### config.mk
export PLATFORM = sky130hd
export DESIGN_NAME = cs_reg_bank
export DESIGN_NICKNAME = d
export VERILOG_FILES = /design/src/rtl/cs_bank_pkg.sv /design/src/rtl/cs_addr_decode.sv /design/src/rtl/cs_cmd_reg.sv /design/src/rtl/cs_read_mux.sv /design/src/rtl/cs_reg_bank.sv
export SDC_FILE = /design/constraint.sdc
export NUM_CORES = 1
export LEC_CHECK = 0
export ABC_AREA = 1
export BUFFER_PORTS_ARGS = -buffer_cell sky130_fd_sc_hd__clkbuf_2
export CORE_MARGIN = 1
export CORE_UTILIZATION = 40
export CTS_CLUSTER_SIZE = 12
export DETAILED_ROUTE_END_ITERATION = 12
export PLACE_DENSITY = 0.79
export SETUP_SLACK_MARGIN = 0.3
export SYNTH_ARGS = -nofsm -noshare
export SYNTH_HDL_FRONTEND = slang
export SYNTH_SLANG_ARGS = --single-unit
### constraint.sdc
create_clock -name clk -period 1.14 [get_ports clk]
set_input_delay 0.228 -clock clk [delete_from_list [all_inputs] [get_ports clk]]
set_output_delay 0.228 -clock clk [all_outputs]
set_load 0.05 [all_outputs]
### src/rtl/cs_bank_pkg.sv
// Package: shared constants for the set/clear command register bank.
// Holds the lane geometry, the register count, the byte offsets and the
// implemented-bit masks. Offsets are compared against a zero-extended bus
// address of at most OFFS_W bits.
package cs_bank_pkg;
    localparam int DATA_W    = 32;
    localparam int LANE_W    = 8;
    localparam int NUM_LANES = DATA_W / LANE_W;
    localparam int SEL_W     = LANE_W - 1;
    localparam int NUM_REGS  = 5;
    localparam int OFFS_W    = 16;

    typedef logic [DATA_W-1:0] word_t;

    // register index order: interrupt enable, then the four command registers
    localparam int IDX_IEN  = 0;
    localparam int IDX_CMD0 = 1;
    localparam int IDX_CMD2 = 2;
    localparam int IDX_CMD3 = 3;
    localparam int IDX_CMD7 = 4;

    localparam logic [OFFS_W-1:0] REG_OFFS [NUM_REGS] =
        '{16'h0040, 16'h0048, 16'h0050, 16'h0054, 16'h0064};

    localparam word_t REG_MASK [NUM_REGS] =
        '{32'h1F7F7F1F, 32'h000F0F7F, 32'h3F7F3F7F, 32'h203C7E07, 32'h0000001B};
endpackage

### src/rtl/cs_addr_decode.sv
// Module: cs_addr_decode
// Turns a byte address into a one-hot register select. Only exact,
// word-aligned offsets from the package hit; anything else gives all zeros.
// Assumes ADDR_W <= OFFS_W.
module cs_addr_decode
    import cs_bank_pkg::*;
#(
    parameter int ADDR_W = 9
) (
    input  logic [ADDR_W-1:0]   addr,
    output logic [NUM_REGS-1:0] hit
);
    logic [OFFS_W-1:0] addr_ext;

    // zero-extend the bus address to the offset width
    always_comb addr_ext = OFFS_W'(addr);

    for (genvar r = 0; r < NUM_REGS; r++) begin : g_cmp
        // one comparator per mapped register
        always_comb hit[r] = (addr_ext == REG_OFFS[r]);
    end
endmodule

### src/rtl/cs_cmd_reg.sv
// Module: cs_cmd_reg
// One 32-bit set/clear register. When sel is high, each enabled byte lane
// loads its lane value bit into every selected bit that MASK implements.
// Bits outside MASK are tied to zero and have no flop.
module cs_cmd_reg
    import cs_bank_pkg::*;
#(
    parameter word_t MASK = '0
) (
    input  logic                 clk,
    input  logic                 rst_n,
    input  logic                 sel,
    input  logic [NUM_LANES-1:0] be,
    input  word_t                wdata,
    output word_t                q
);
    for (genvar b = 0; b < NUM_LANES; b++) begin : g_lane
        logic lane_we;
        logic lane_val;

        // lane is written only when the register is selected and enabled
        always_comb lane_we  = sel && be[b];
        // value bit is the top bit of the lane
        always_comb lane_val = wdata[b*LANE_W + SEL_W];

        for (genvar i = 0; i < LANE_W; i++) begin : g_bit
            localparam int POS = b*LANE_W + i;
            if (i < SEL_W && MASK[POS]) begin : g_impl
                // implemented bit: load the lane value when selected
                always_ff @(posedge clk) begin
                    if (!rst_n)
                        q[POS] <= 1'b0;
                    else if (lane_we && wdata[POS])
                        q[POS] <= lane_val;
                end
            end else begin : g_none
                // unimplemented position or value-bit slot: constant zero
                always_comb q[POS] = 1'b0;
            end
        end
    end
endmodule

### src/rtl/cs_read_mux.sv
// Module: cs_read_mux
// AND-OR read selector. Assumes hit is one-hot or all zeros; all zeros
// (an unmapped address) gives a zero word.
module cs_read_mux
    import cs_bank_pkg::*;
(
    input  logic [NUM_REGS-1:0] hit,
    input  word_t               regs [NUM_REGS],
    output word_t               data
);
    // merge the selected register into the output word
    always_comb begin
        data = '0;
        for (int r = 0; r < NUM_REGS; r++)
            data |= regs[r] & {DATA_W{hit[r]}};
    end
endmodule

### src/rtl/cs_reg_bank.sv
// Module: cs_reg_bank (top)
// Bank of five set/clear command registers with a byte-addressed write
// port, a separate read address with one cycle of latency, and a direct
// output per register. Assumes at most one write per cycle. Reads change
// no state.
module cs_reg_bank
    import cs_bank_pkg::*;
#(
    parameter int ADDR_W = 9
) (
    input  logic              clk,
    input  logic              rst_n,
    input  logic              wr_en,
    input  logic [ADDR_W-1:0] wr_addr,
    input  logic [3:0]        wr_be,
    input  logic [31:0]       wr_data,
    input  logic [ADDR_W-1:0] rd_addr,
    output logic [31:0]       rd_data,
    output logic [31:0]       q_ien,
    output logic [31:0]       q_cmd0,
    output logic [31:0]       q_cmd2,
    output logic [31:0]       q_cmd3,
    output logic [31:0]       q_cmd7
);
    logic [NUM_REGS-1:0] wr_hit;
    logic [NUM_REGS-1:0] rd_hit;
    word_t               regs [NUM_REGS];
    word_t               rd_word;

    cs_addr_decode #(.ADDR_W(ADDR_W)) u_wr_dec (.addr(wr_addr), .hit(wr_hit));
    cs_addr_decode #(.ADDR_W(ADDR_W)) u_rd_dec (.addr(rd_addr), .hit(rd_hit));

    for (genvar r = 0; r < NUM_REGS; r++) begin : g_reg
        cs_cmd_reg #(.MASK(REG_MASK[r])) u_reg (
            .clk   (clk),
            .rst_n (rst_n),
            .sel   (wr_en && wr_hit[r]),
            .be    (wr_be),
            .wdata (wr_data),
            .q     (regs[r])
        );
    end

    cs_read_mux u_rmux (.hit(rd_hit), .regs(regs), .data(rd_word));

    // register the read word for one cycle of latency
    always_ff @(posedge clk) begin
        if (!rst_n)
            rd_data <= '0;
        else
            rd_data <= rd_word;
    end

    // drive each register onto its own output port
    always_comb begin
        q_ien  = regs[IDX_IEN];
        q_cmd0 = regs[IDX_CMD0];
        q_cmd2 = regs[IDX_CMD2];
        q_cmd3 = regs[IDX_CMD3];
        q_cmd7 = regs[IDX_CMD7];
    end
endmodule

; ---- Word level (Yosys, flattened, before mapping)
; Index checks and enable logic that the tools add are counted.
[totals]
register_bits = 115
out_inout_bits = 192
word_cells = 207
[op_classes]
eq_ne = 10
bitwise_logic = 9
reduce_logical = 104
[op_table]
columns = op, n
row1 = OR 32 bit, 4
row2 = logical AND 1 bit, 104
row3 = "equality test 9 x 7 -> 1 bit, second input constant", 10
row4 = bitwise AND 30 x 32 -> 32 bit, 2
row5 = bitwise AND 20 x 32 -> 32 bit, 1
row6 = bitwise AND 29 x 32 -> 32 bit, 1
row7 = bitwise AND 5 x 32 -> 32 bit, 1

; ---- Logic depth before layout (Yosys ltp)
; Gate-level depths: netlist (run 1).
[depth]
word_depth = 6
depth_mapped = 10
depth_no_buf = 9

; ---- By module
; A second synthesis (run 1) with hierarchy kept.
[hier_totals]
hier_cells = 1203
hier_area_um2 = 7044.3
[modules_own_cells]
columns = module, n_inst, cells_per_inst, area_per_inst_um2
row1 = cs_read_mux, 1, 367, 1478.9
row2 = cs_cmd_reg at g_reg[2].u_reg, 1, 195, 1275.0
row3 = cs_cmd_reg at g_reg[0].u_reg, 1, 181, 1156.1
row4 = cs_reg_bank, 1, 109, 952.2
row5 = cs_cmd_reg at g_reg[1].u_reg, 1, 125, 813.3
row6 = cs_cmd_reg at g_reg[3].u_reg, 1, 119, 774.5
row7 = cs_cmd_reg at g_reg[4].u_reg, 1, 57, 389.1
row8 = cs_addr_decode, 2, 25, 102.6

; ---- Least setup slack after synthesis (run 1)
; No wires, ideal clock.
[synth_path]
path_kind = input port to flip-flop
startpoint = input port rd_addr[5]
endpoint = register rd_data[13]
setup_ps = 56
t_arrival_ps = 1105
slack_ps = -21
cell_stages = 10
n_path_buf = 1
cell_sequence = nor2_2 > inv_2 > nor2_4 > nand2_4 > clkinv_2 > buf_6 > nand2_1 > nand3_1 > nand2_1 > inv_1
[synth_via]
elab_chain_cells = 6
word_cells_on_any_way = 14
classes_between = 5 x eq/ne / 9 x bitwise
[synth_lines]
columns = item, line_no
row1 = from (decl), cs_reg_bank.sv:17  ; input logic [ADDR_W-1:0] rd_addr,
row2 = equality test 9 x 7 -> 1 bit, cs_addr_decode.sv:20  ; always_comb hit[r] = (addr_ext == REG_OFFS[r]);
row3 = bitwise AND 29 x 32 -> 32 bit or bitwise AND 20 x 32 -> 32 bit (tied branches), cs_read_mux.sv:15  ; data |= regs[r] & {DATA_W{hit[r]}};
row4 = OR 32 bit (3 in series), cs_read_mux.sv:15
row5 = OR 32 bit (*), cs_read_mux.sv:15
row6 = to (signal assigned), cs_reg_bank.sv:51  ; rd_data <= rd_word;
row7 = to (decl), cs_reg_bank.sv:18  ; output logic [31:0] rd_data,
; Mark *: on every way between the ends. The rest lies on a longest branch, timed or not.
; A chain may end at the register's enable or synchronous reset.

; ---- Worst setup path after layout (run 1)
[layout_path]
startpoint = input port wr_addr[4]
endpoint = register g_reg[2].u_reg.q[29]
[layout_via]
elab_chain_cells = 4
[layout_lines]
columns = item, line_no
row1 = from (decl), cs_reg_bank.sv:14  ; input logic [ADDR_W-1:0] wr_addr,
row2 = equality test 9 x 7 -> 1 bit, cs_addr_decode.sv:20
row3 = logical AND 1 bit, cs_reg_bank.sv:37  ; .sel (wr_en && wr_hit[r]),
row4 = logical AND 1 bit, cs_cmd_reg.sv:22  ; always_comb lane_we = sel && be[b];
row5 = logical AND 1 bit, cs_cmd_reg.sv:33  ; else if (lane_we && wdata[POS])
row6 = "to (signal, indexed assignment)", cs_cmd_reg.sv:34  ; q[POS] <= lane_val;
row7 = to (decl), cs_cmd_reg.sv:15  ; output word_t q
; No other way between the ends.

==> results of run 1 <==
worst min-delay path by stage:
stage          cells after the start  slack, ps                   end                  from
6_report                           5        190  g_reg[2].u_reg.q[24]           wr_data[24]
3_5_place_dp                       2        470           rd_data[26]  g_reg[0].u_reg.q[26]
3_3_place_gp                       2        470           rd_data[25]  g_reg[0].u_reg.q[25]
4_1_cts                            4        180  g_reg[2].u_reg.q[27]           wr_data[27]
2_1_floorplan                      2        360  g_reg[2].u_reg.q[10]           wr_data[15]
5_1_grt                            3        190  g_reg[2].u_reg.q[24]                 rst_n
registers in the layout, summed over array words and instances, names as in the netlist:
register and cells:
g.u_reg.q 83, rd_data 27
layout make-up:
type                            instances  area [sq um]  share of cell area (%)
Timing Repair inverter                  2          32.5                   0.281
Clock buffer                           11           243                    2.09
Sequential cell                       110          2380                    20.5
Timing Repair Buffer                  300          4110                    35.4
Inverter                              114           464                    4.00
Clock inverter                          5          33.8                   0.291
Multi-Input combinational cell        668          4070                    35.1
Tap cell                              211           264                    2.28
worst reg2reg max path: cells and delay by family (launching register included):
kind                   cells  cell delay, ps
and+or+nand+nor            3             430
DFF                        1             370
buffers and inverters      3             260
power breakdown:
group	internal (uW)	switching (uW)
combinational	244	1110
sequential	3800	1.20
clock	1550	1610
total	5590	2720
Yosys cell counts (all sizes together):
| master | instances |
|---|---|
| clkbuf | 6 |
| nand3b | 1 |
| inv | 113 |
| nand2 | 219 |
| clkinv | 1 |
| nor2 | 206 |
| nand3 | 124 |
| dfxtp | 110 |
| nand4 | 4 |
| o21ai | 22 |
| buf | 112 |
| a21oi | 10 |
| conb | 1 |
repair_timing:
item                       4_1_cts  5_1_grt
setup endpoints to repair      218      220
gates resized for setup        447      213
setup buffers                   67       26
pin swaps                       49       72
gates cloned                     7        1
logic make-up (layout without fill, tap and decap cells):
kind of cell,after synthesis,in the layout
AND/OR/NAND/NOR,554,554
buffers and inverters,232,432
flip-flops,110,110
AO/OA/AOI/OAI,32,32
other,1,82
stage by stage:
stage	hold WS (ps)	utilization, %
6_report	195	75.7
5_1_grt	192	75.7
4_1_cts	177	69.4
3_5_place_dp	469	48.6
3_3_place_gp	466	48.6
2_1_floorplan	362	-
layer usage:
metal  routed length (microns)  vias up  share of wire, %  global-route usage, %
met3                      2410      140               9.0                   7.01
met4                      1730        0               6.4                   16.4
li1                          -     3227                 -                      -
met1                      9120     3399                34                   33.0
met2                     13500      432                50                   51.4
met5                         0        -                 0                      0
==> flow_summary.yaml, run 1 <==
cells_and_area:
  nets: 1262
  final_layout_size_suffix_gt1_share_pct: 54.2
  areaGrowthSynthToFinish_pct: 82.8
  final_cells: 1421
  stdcell_area_sq_mm: 0.0116
  num_antenna_cells: 0
  fillers: 912
  final_common_cell: "nor2_1"
  mostFrequentLayoutCells: "167 x nor2_1, 163 x nand2_1, 106 x inv_1, 93 x dfxtp_2, 93 x buf_4"
logic_synthesis:
  synth.avg_cell_area_sq_um: 6.83
  synth_mux_area_share_pct: 0
  ys_top_cells_by_area: "dfxtp_1 35%, nand2_1 13%, nor2_1 11%"
  synth_top_area_share_pct: 34.7
  yosysSeqAreaShare_pct: 34.7
  syn_inst: 929
  synth-compound-area-share_pct: 2.52
  yosysUniqueCellTypes: 27
  syn_area_sq_mm: 0.00634
  synth_xor_area_share_pct: 0
  yosys.area_share.simple_pct: 42.0
  yosys_register_bits: 110
  synthAdderAreaFrac_pct: 0
  synth_largest_area_cell: "dfxtp_1"
  synth_warnings: 0
  synth_top_family_by_area: "simple AND/OR/NAND/NOR gates"
die:
  start_util_pct: 41.4
  die_h_microns: 128
  dieArea_sq_mm: 0.0164
  fp.dieW_microns: 128
  core_sq_mm: 0.0153
  num_io_pins: 249
  rows: 45
critical_path:
  r2r-start: "g_reg[1].u_reg.q[17]"
  crit_slowest_cell: "buf_12"
  r2r_cells: 6
  reg2reg_to: "rd_data[17]"
  crit_cells: 10
  slowest_delay_ps: 200
  path_common_cell: "nand2_1"
  startpoint: "wr_addr[4]"
  cp-endpoint: "g_reg[2].u_reg.q[29]"
  cp.arrival_ps: 1590
  crit_path_end_kind: "register"
  worst_setup_path_start_kind: "input pin"
  cp_top_family: "simple AND/OR/NAND/NOR gates"
  r2r_slack_ps: 20
  required_ps: 1430
  crit_path_cell_trace: "clkbuf_2 > inv_1 > nor2_2 > nand3_4 > nor2_8 > buf_12 > nand3_2 > nand2_1 > nand2_1 > nor2_1"
  crit_buf_inv: 3
  timing_worst_setup_path_type: "in -> reg"
  crit_fanout: 14
placed_design:
  post-place-ws_ps: -308
  dpl_cell_area_sq_mm: 0.00744
  place_inst: 1304
  place.gp.congestion: 0.790
  hpwl_microns: 13100
  portBuffers: 165
clocking:
  worstSkewPairLatency_ps: 360
  cts_sinks: 110
  cts_inserted_buffers: 9
  clk_pin_slew_ps: 80
  clock_path_buffers: 2
  cts_root_buf: "clkbuf_16"
  ctsHoldBuffers: 0
  cts_tree: "built"
  htreeDepth: 3
status:
  status: "finished, violations left"
  violations: "negative setup slack"
power:
  power_uw: 8310
  leakagePower_uw: 0.00546
  peakVddDrop_mv: 0.739
  p_per_area_mw_per_mm2: 717
global_routing:
  antenna_found_initial: 0
  grt_pass1_wl_microns: 36900
  first_global_vias: 6989
  grt_start_max_net_pins: 39
  overflow: 0
  grtUsageTotal_pct: 29.5
job:
  cap_violations: 0
detailed_routing:
  vias: 7198
  vias_per_cell: 5.07
  drc: 0
  dr.pass1.iters: 5
  first_iter_violations: 528
  drt_wl_total_microns: 26800
  ant_nets: 0
  wire_per_inst_microns: 18.8
min_path:
  hold_class: "in -> reg"
sta:
  fin_ws_ps: -159
  hold_viol_final: 0
  tightest_slew_ps: 546
  finalSetupViolCount: 55
  finalSetupTns_ps: -2120
  fin_crit_sh_pct: 114
  fmax_mhz: 770
  maxSlewViolCount: 0
  fin_crit_ps: 1300
  slew_headroom_pct: 63.6
  grt_setup_unrepaired: "yes"
  skew_ps: 11.0
(Power assumes the default switching activity.)
==> inputs of run 2 (changes only) <==
--- a/config.mk
+++ b/config.mk
@@ -7,11 +7,13 @@
 export LEC_CHECK = 0
 export ABC_AREA = 1
 export BUFFER_PORTS_ARGS = -buffer_cell sky130_fd_sc_hd__clkbuf_2
+export CELL_PAD_IN_SITES_DETAIL_PLACEMENT = 2
+export CELL_PAD_IN_SITES_GLOBAL_PLACEMENT = 2
 export CORE_MARGIN = 1
-export CORE_UTILIZATION = 40
+export CORE_UTILIZATION = 23
 export CTS_CLUSTER_SIZE = 12
 export DETAILED_ROUTE_END_ITERATION = 12
-export PLACE_DENSITY = 0.79
+export PLACE_DENSITY = 0.86
 export SETUP_SLACK_MARGIN = 0.3
 export SYNTH_ARGS = -nofsm -noshare
 export SYNTH_HDL_FRONTEND = slang
==> flow_summary.yaml, run 2 (same netlist as run 1, synthesis figures left out) <==
die:
  fp.dieW_microns: 168
  rows: 60
  num_io_pins: 249
  die_h_microns: 168
  core_sq_mm: 0.0270
  start_util_pct: 23.5
  dieArea_sq_mm: 0.0282
critical_path:
  r2r_slack_ps: -40
  r2r-start: "g_reg[1].u_reg.q[11]"
  slowest_delay_ps: 180
  crit_slowest_cell: "nor2_1"
  reg2reg_to: "rd_data[11]"
  cp.arrival_ps: 1790
  timing_worst_setup_path_type: "in -> reg"
  worst_setup_path_start_kind: "input pin"
  required_ps: 1430
  r2r_cells: 6
  crit_fanout: 7
  crit_path_end_kind: "register"
  crit_path_cell_trace: "buf_8 > inv_4 > nor2_4 > buf_6 > nand3_4 > buf_6 > nor2_4 > buf_12 > buf_12 > nand3_4 > nand2_1 > nand2_1 > nor2_1"
detailed_routing:
  wire_per_inst_microns: 30.1
  drt_wl_total_microns: 48100
  ant_nets: 0
  drc: 0
  vias_per_cell: 4.91
  dr.pass1.iters: 7
  first_iter_violations: 398
  vias: 7853
placed_design:
  hpwl_microns: 18700
  post-place-ws_ps: -363
  place.gp.congestion: 0.777
  dpl_cell_area_sq_mm: 0.00766
  portBuffers: 165
  place_inst: 1442
min_path:
  worstHoldStart: "wr_data[7]"
  holdPathStages: 3
  min_to: "g_reg[4].u_reg.q[3]"
  hold_class: "in -> reg"
clocking:
  cts_sinks: 110
  cts_inserted_buffers: 9
  htreeDepth: 3
  clk_pin_slew_ps: 110
  worstSkewPairLatency_ps: 390
  clock_path_buffers: 2
  ctsHoldBuffers: 0
  cts_root_buf: "clkbuf_16"
  cts_tree: "built"
sta:
  slew_headroom_pct: 50.6
  fin_crit_sh_pct: 131
  finalSetupTns_ps: -17620
  skew_ps: 22.6
  grt_setup_unrepaired: "yes"
  maxSlewViolCount: 0
  finalSetupViolCount: 163
  fmax_mhz: 671
  fin_crit_ps: 1490
  hold_viol_final: 0
  fin_ws_ps: -351
  tightest_slew_ps: 742
cells_and_area:
  nets: 1308
  final_cells: 1599
  mostFrequentLayoutCells: "118 x buf_4, 111 x nor2_1, 100 x inv_1, 100 x nand2_1, 91 x clkbuf_16"
  largest_reg_flops: 83
  fin_util_pct: 48.6
  stdcell_area_sq_mm: 0.0131
  final_common_cell: "buf_4"
  reg_top3: "g.u_reg.q x83, rd_data x27"
  top_register: "g.u_reg.q"
  final_layout_size_suffix_gt1_share_pct: 66.3
  areaGrowthSynthToFinish_pct: 107
global_routing:
  grt_start_max_net_pins: 39
  grt_pass1_wl_microns: 55600
  first_global_vias: 8439
  grtUsageTotal_pct: 26.6
  overflow: 0
  antenna_found_initial: 2
job:
  cap_violations: 0
power:
  p_per_area_mw_per_mm2: 680
  peakVddDrop_mv: 0.640
  leakagePower_uw: 0.00585
status:
  status: "finished, violations left"
  violations: "negative setup slack"
==> run 2: cell types whose count changed in the layout (fill, tap and decap cells not counted), sizes merged <==
cell,previous run,this run
clkinvlp,2,0
diode,0,2
clkinv,4,3
buf,185,220
clkbuf,126,137
inv,115,118
==> run 2: worst max-delay path, delay by kind of cell <==
| family | cells | cell delay [ps] |
|---|---|---|
| buffers and inverters | 6 | 680 |
| AND/OR/NAND/NOR | 7 | 860 |
==> run 2: worst max-delay path by stage <==
| stage | startpoint | to | slack, ps | cells past startpoint |
|---|---|---|---|---|
| after detailed placement | wr_addr[6] | g_reg[2].u_reg.q[0] | -360 | 10 |
| after CTS | g_reg[0].u_reg.q[1] | q_ien[1] | -20 | 1 |
| after global routing | wr_en | g_reg[3].u_reg.q[29] | -380 | 13 |
| after global placement | wr_addr[6] | g_reg[2].u_reg.q[24] | -290 | 9 |
| final | wr_en | g_reg[3].u_reg.q[29] | -350 | 13 |
| after floorplan | wr_addr[1] | g_reg[2].u_reg.q[6] | 10 | 7 |
==> run 2: timing repair <==
action                                  in CTS  in global routing
gates resized for setup                    523                359
setup buffers                               81                 53
cloned                                       3                  2
pin swaps                                   50                110
endpoints found under the setup margin     220                220
==> run 2: area by class of cell <==
type	count	area, sq um
fillers	2769	13900
multi-input cells	668	4750
repair buffers	347	4740
flip-flops and latches	110	2420
inverters	114	474
well taps	341	427
clock buffers	10	239
clock inverters	6	51.3
repair inverters	1	16.3
diodes	2	5.00
==> run 2: metrics by stage <==
step	hold slack, ps	total power, uW
global route	171	9090
floorplan	362	4990
global placement	462	5120
CTS	123	8440
finish	153	8930
detailed placement	477	5120
==> run 2: power breakdown <==
group,total (uW),internal [uW],switching (uW)
Sequential,3760,3760,1.52
Combinational,1560,304,1260
Clock,3600,1600,2000
Total,8930,5670,3260
==> run 2: metal layers <==
layer | up-vias | wire (microns) | track usage, % | share of wire, %
li1 | 3326 | - | - | -
met1 | 3966 | 17000 | 27.3 | 35
met2 | 385 | 25200 | 51.3 | 52
met3 | 176 | 2270 | 4.70 | 4.7
met4 | 0 | 3610 | 13.7 | 7.5
met5 | - | 0 | 0 | 0
==> inputs of run 3 (changes only) <==
==> constraint.sdc (replaced) <==
create_clock -name clk -period 1.14 [get_ports clk]
set_input_delay 0.057 -clock clk [delete_from_list [all_inputs] [get_ports clk]]
set_output_delay 0.057 -clock clk [all_outputs]
set_load 0.05 [all_outputs]
==> flow_summary.yaml, run 3 (same netlist as run 1, synthesis figures left out) <==
cells_and_area:
  top_register: "g.u_reg.q"
  final_layout_size_suffix_gt1_share_pct: 52.7
  fin_util_pct: 42.8
  mostFrequentLayoutCells: "175 x nand2_1, 159 x nor2_1, 101 x inv_1, 82 x conb_1, 82 x buf_4"
  nets: 1261
  stdcell_area_sq_mm: 0.0116
  final_common_cell: "nand2_1"
  reg_top3: "g.u_reg.q x83, rd_data x27"
  areaGrowthSynthToFinish_pct: 82.4
  final_cells: 1551
  largest_reg_flops: 83
sta:
  hold_viol_final: 0
  hold_slack_ps: 42.5
  maxSlewViolCount: 0
  fin_crit_ps: 1160
  skew_ps: 18.8
  fin_crit_sh_pct: 102
  grt_setup_unrepaired: "yes"
  finalSetupViolCount: 2
  fmax_mhz: 864
  fin_ws_ps: -17.8
placed_design:
  post-place-ws_ps: -156
  place_inst: 1442
  hpwl_microns: 18800
  place.gp.congestion: 0.743
  portBuffers: 165
  dpl_cell_area_sq_mm: 0.00763
status:
  status: "finished, violations left"
  violations: "negative setup slack"
detailed_routing:
  vias: 7115
  ant_nets: 0
  first_iter_violations: 336
  drt_wl_total_microns: 37100
  wire_per_inst_microns: 23.9
  vias_per_cell: 4.59
  dr.pass1.iters: 4
  drc: 0
clocking:
  cts_root_buf: "clkbuf_16"
  clk_pin_slew_ps: 90
  worstSkewPairLatency_ps: 380
  ctsHoldBuffers: 0
  cts_inserted_buffers: 9
  cts_sinks: 110
  clock_path_buffers: 2
  cts_tree: "built"
  htreeDepth: 3
global_routing:
  overflow: 0
  grt_start_max_net_pins: 29
  grt_pass1_wl_microns: 48000
  grtUsageTotal_pct: 22.8
  first_global_vias: 8005
  antenna_found_initial: 1
critical_path:
  cp.arrival_ps: 1450
  crit_path_end_kind: "register"
  r2r_cells: 5
  worst_setup_path_start_kind: "input pin"
  crit_fanout: 14
  timing_worst_setup_path_type: "in -> reg"
  required_ps: 1440
  r2r_slack_ps: 60
min_path:
  holdPathStages: 4
  hold_class: "in -> reg"
die:
  start_util_pct: 23.5
  rows: 60
  fp.dieW_microns: 168
  num_io_pins: 249
  core_sq_mm: 0.0270
  die_h_microns: 168
  dieArea_sq_mm: 0.0282
power:
  leakagePower_uw: 0.00529
  peakVddDrop_mv: 0.734
  p_per_area_mw_per_mm2: 733
job:
  cap_violations: 0
[run 3: per-layer routing]
metal	track usage [%]	vias up	routed length, microns
li1	-	3222	-
met1	22.8	3545	13500
met2	43.8	249	19900
met3	5.22	99	1750
met4	11.5	0	1880
met5	0	-	0
[run 3: final cells by class]
type | instances | area [sq um]
Timing Repair Buffer | 300 | 4160
Clock inverter | 3 | 27.5
Timing Repair inverter | 1 | 11.3
Multi-Input combinational cell | 668 | 3790
Sequential cell | 110 | 2440
Clock buffer | 13 | 260
Tap cell | 341 | 427
Antenna cell | 1 | 2.50
Fill cell | 2920 | 15500
Inverter | 114 | 455
[run 3: final timing paths]
kind | from | endpoint
min reg2reg | g_reg[3].u_reg.q[29] | rd_data[29]
max reg2reg | g_reg[2].u_reg.q[3] | rd_data[3]
max | wr_addr[7] | g_reg[2].u_reg.q[5]
min | wr_data[14] | g_reg[0].u_reg.q[14]
[run 3: through the flow]
| step | TNS [ps] | total power (uW) |
|---|---|---|
| final | -34.7 | 8480 |
| after global routing | -219 | 8740 |
| after CTS | 0 | 8330 |
| after detailed placement | -8040 | 5080 |
| after global placement | -1660 | 5070 |
| after floorplan | 0 | 4950 |
[run 3: worst max-delay path, cell delays in order]
cell and delay, ps:
buf_6 100, nor2_4 140, buf_6 130, nand3_4 130, nor2_8 220, buf_12 200
nand3_1 120, nand2_1 140, nand2_1 80, nor2_1 140
[run 3: report_power, final]
group	total [uW]	internal (uW)	switching (uW)
Combinational	1340	230	1110
Clock	3400	1640	1760
Sequential	3750	3740	1.35
Total	8480	5610	2870
[run 3: what timing repair did]
item                                    4_1_cts  5_1_grt
endpoints found under the setup margin      159      220
buffers inserted                             65       20
pin swaps                                    23       82
gates cloned                                  5        2
gates resized for setup                     388      249
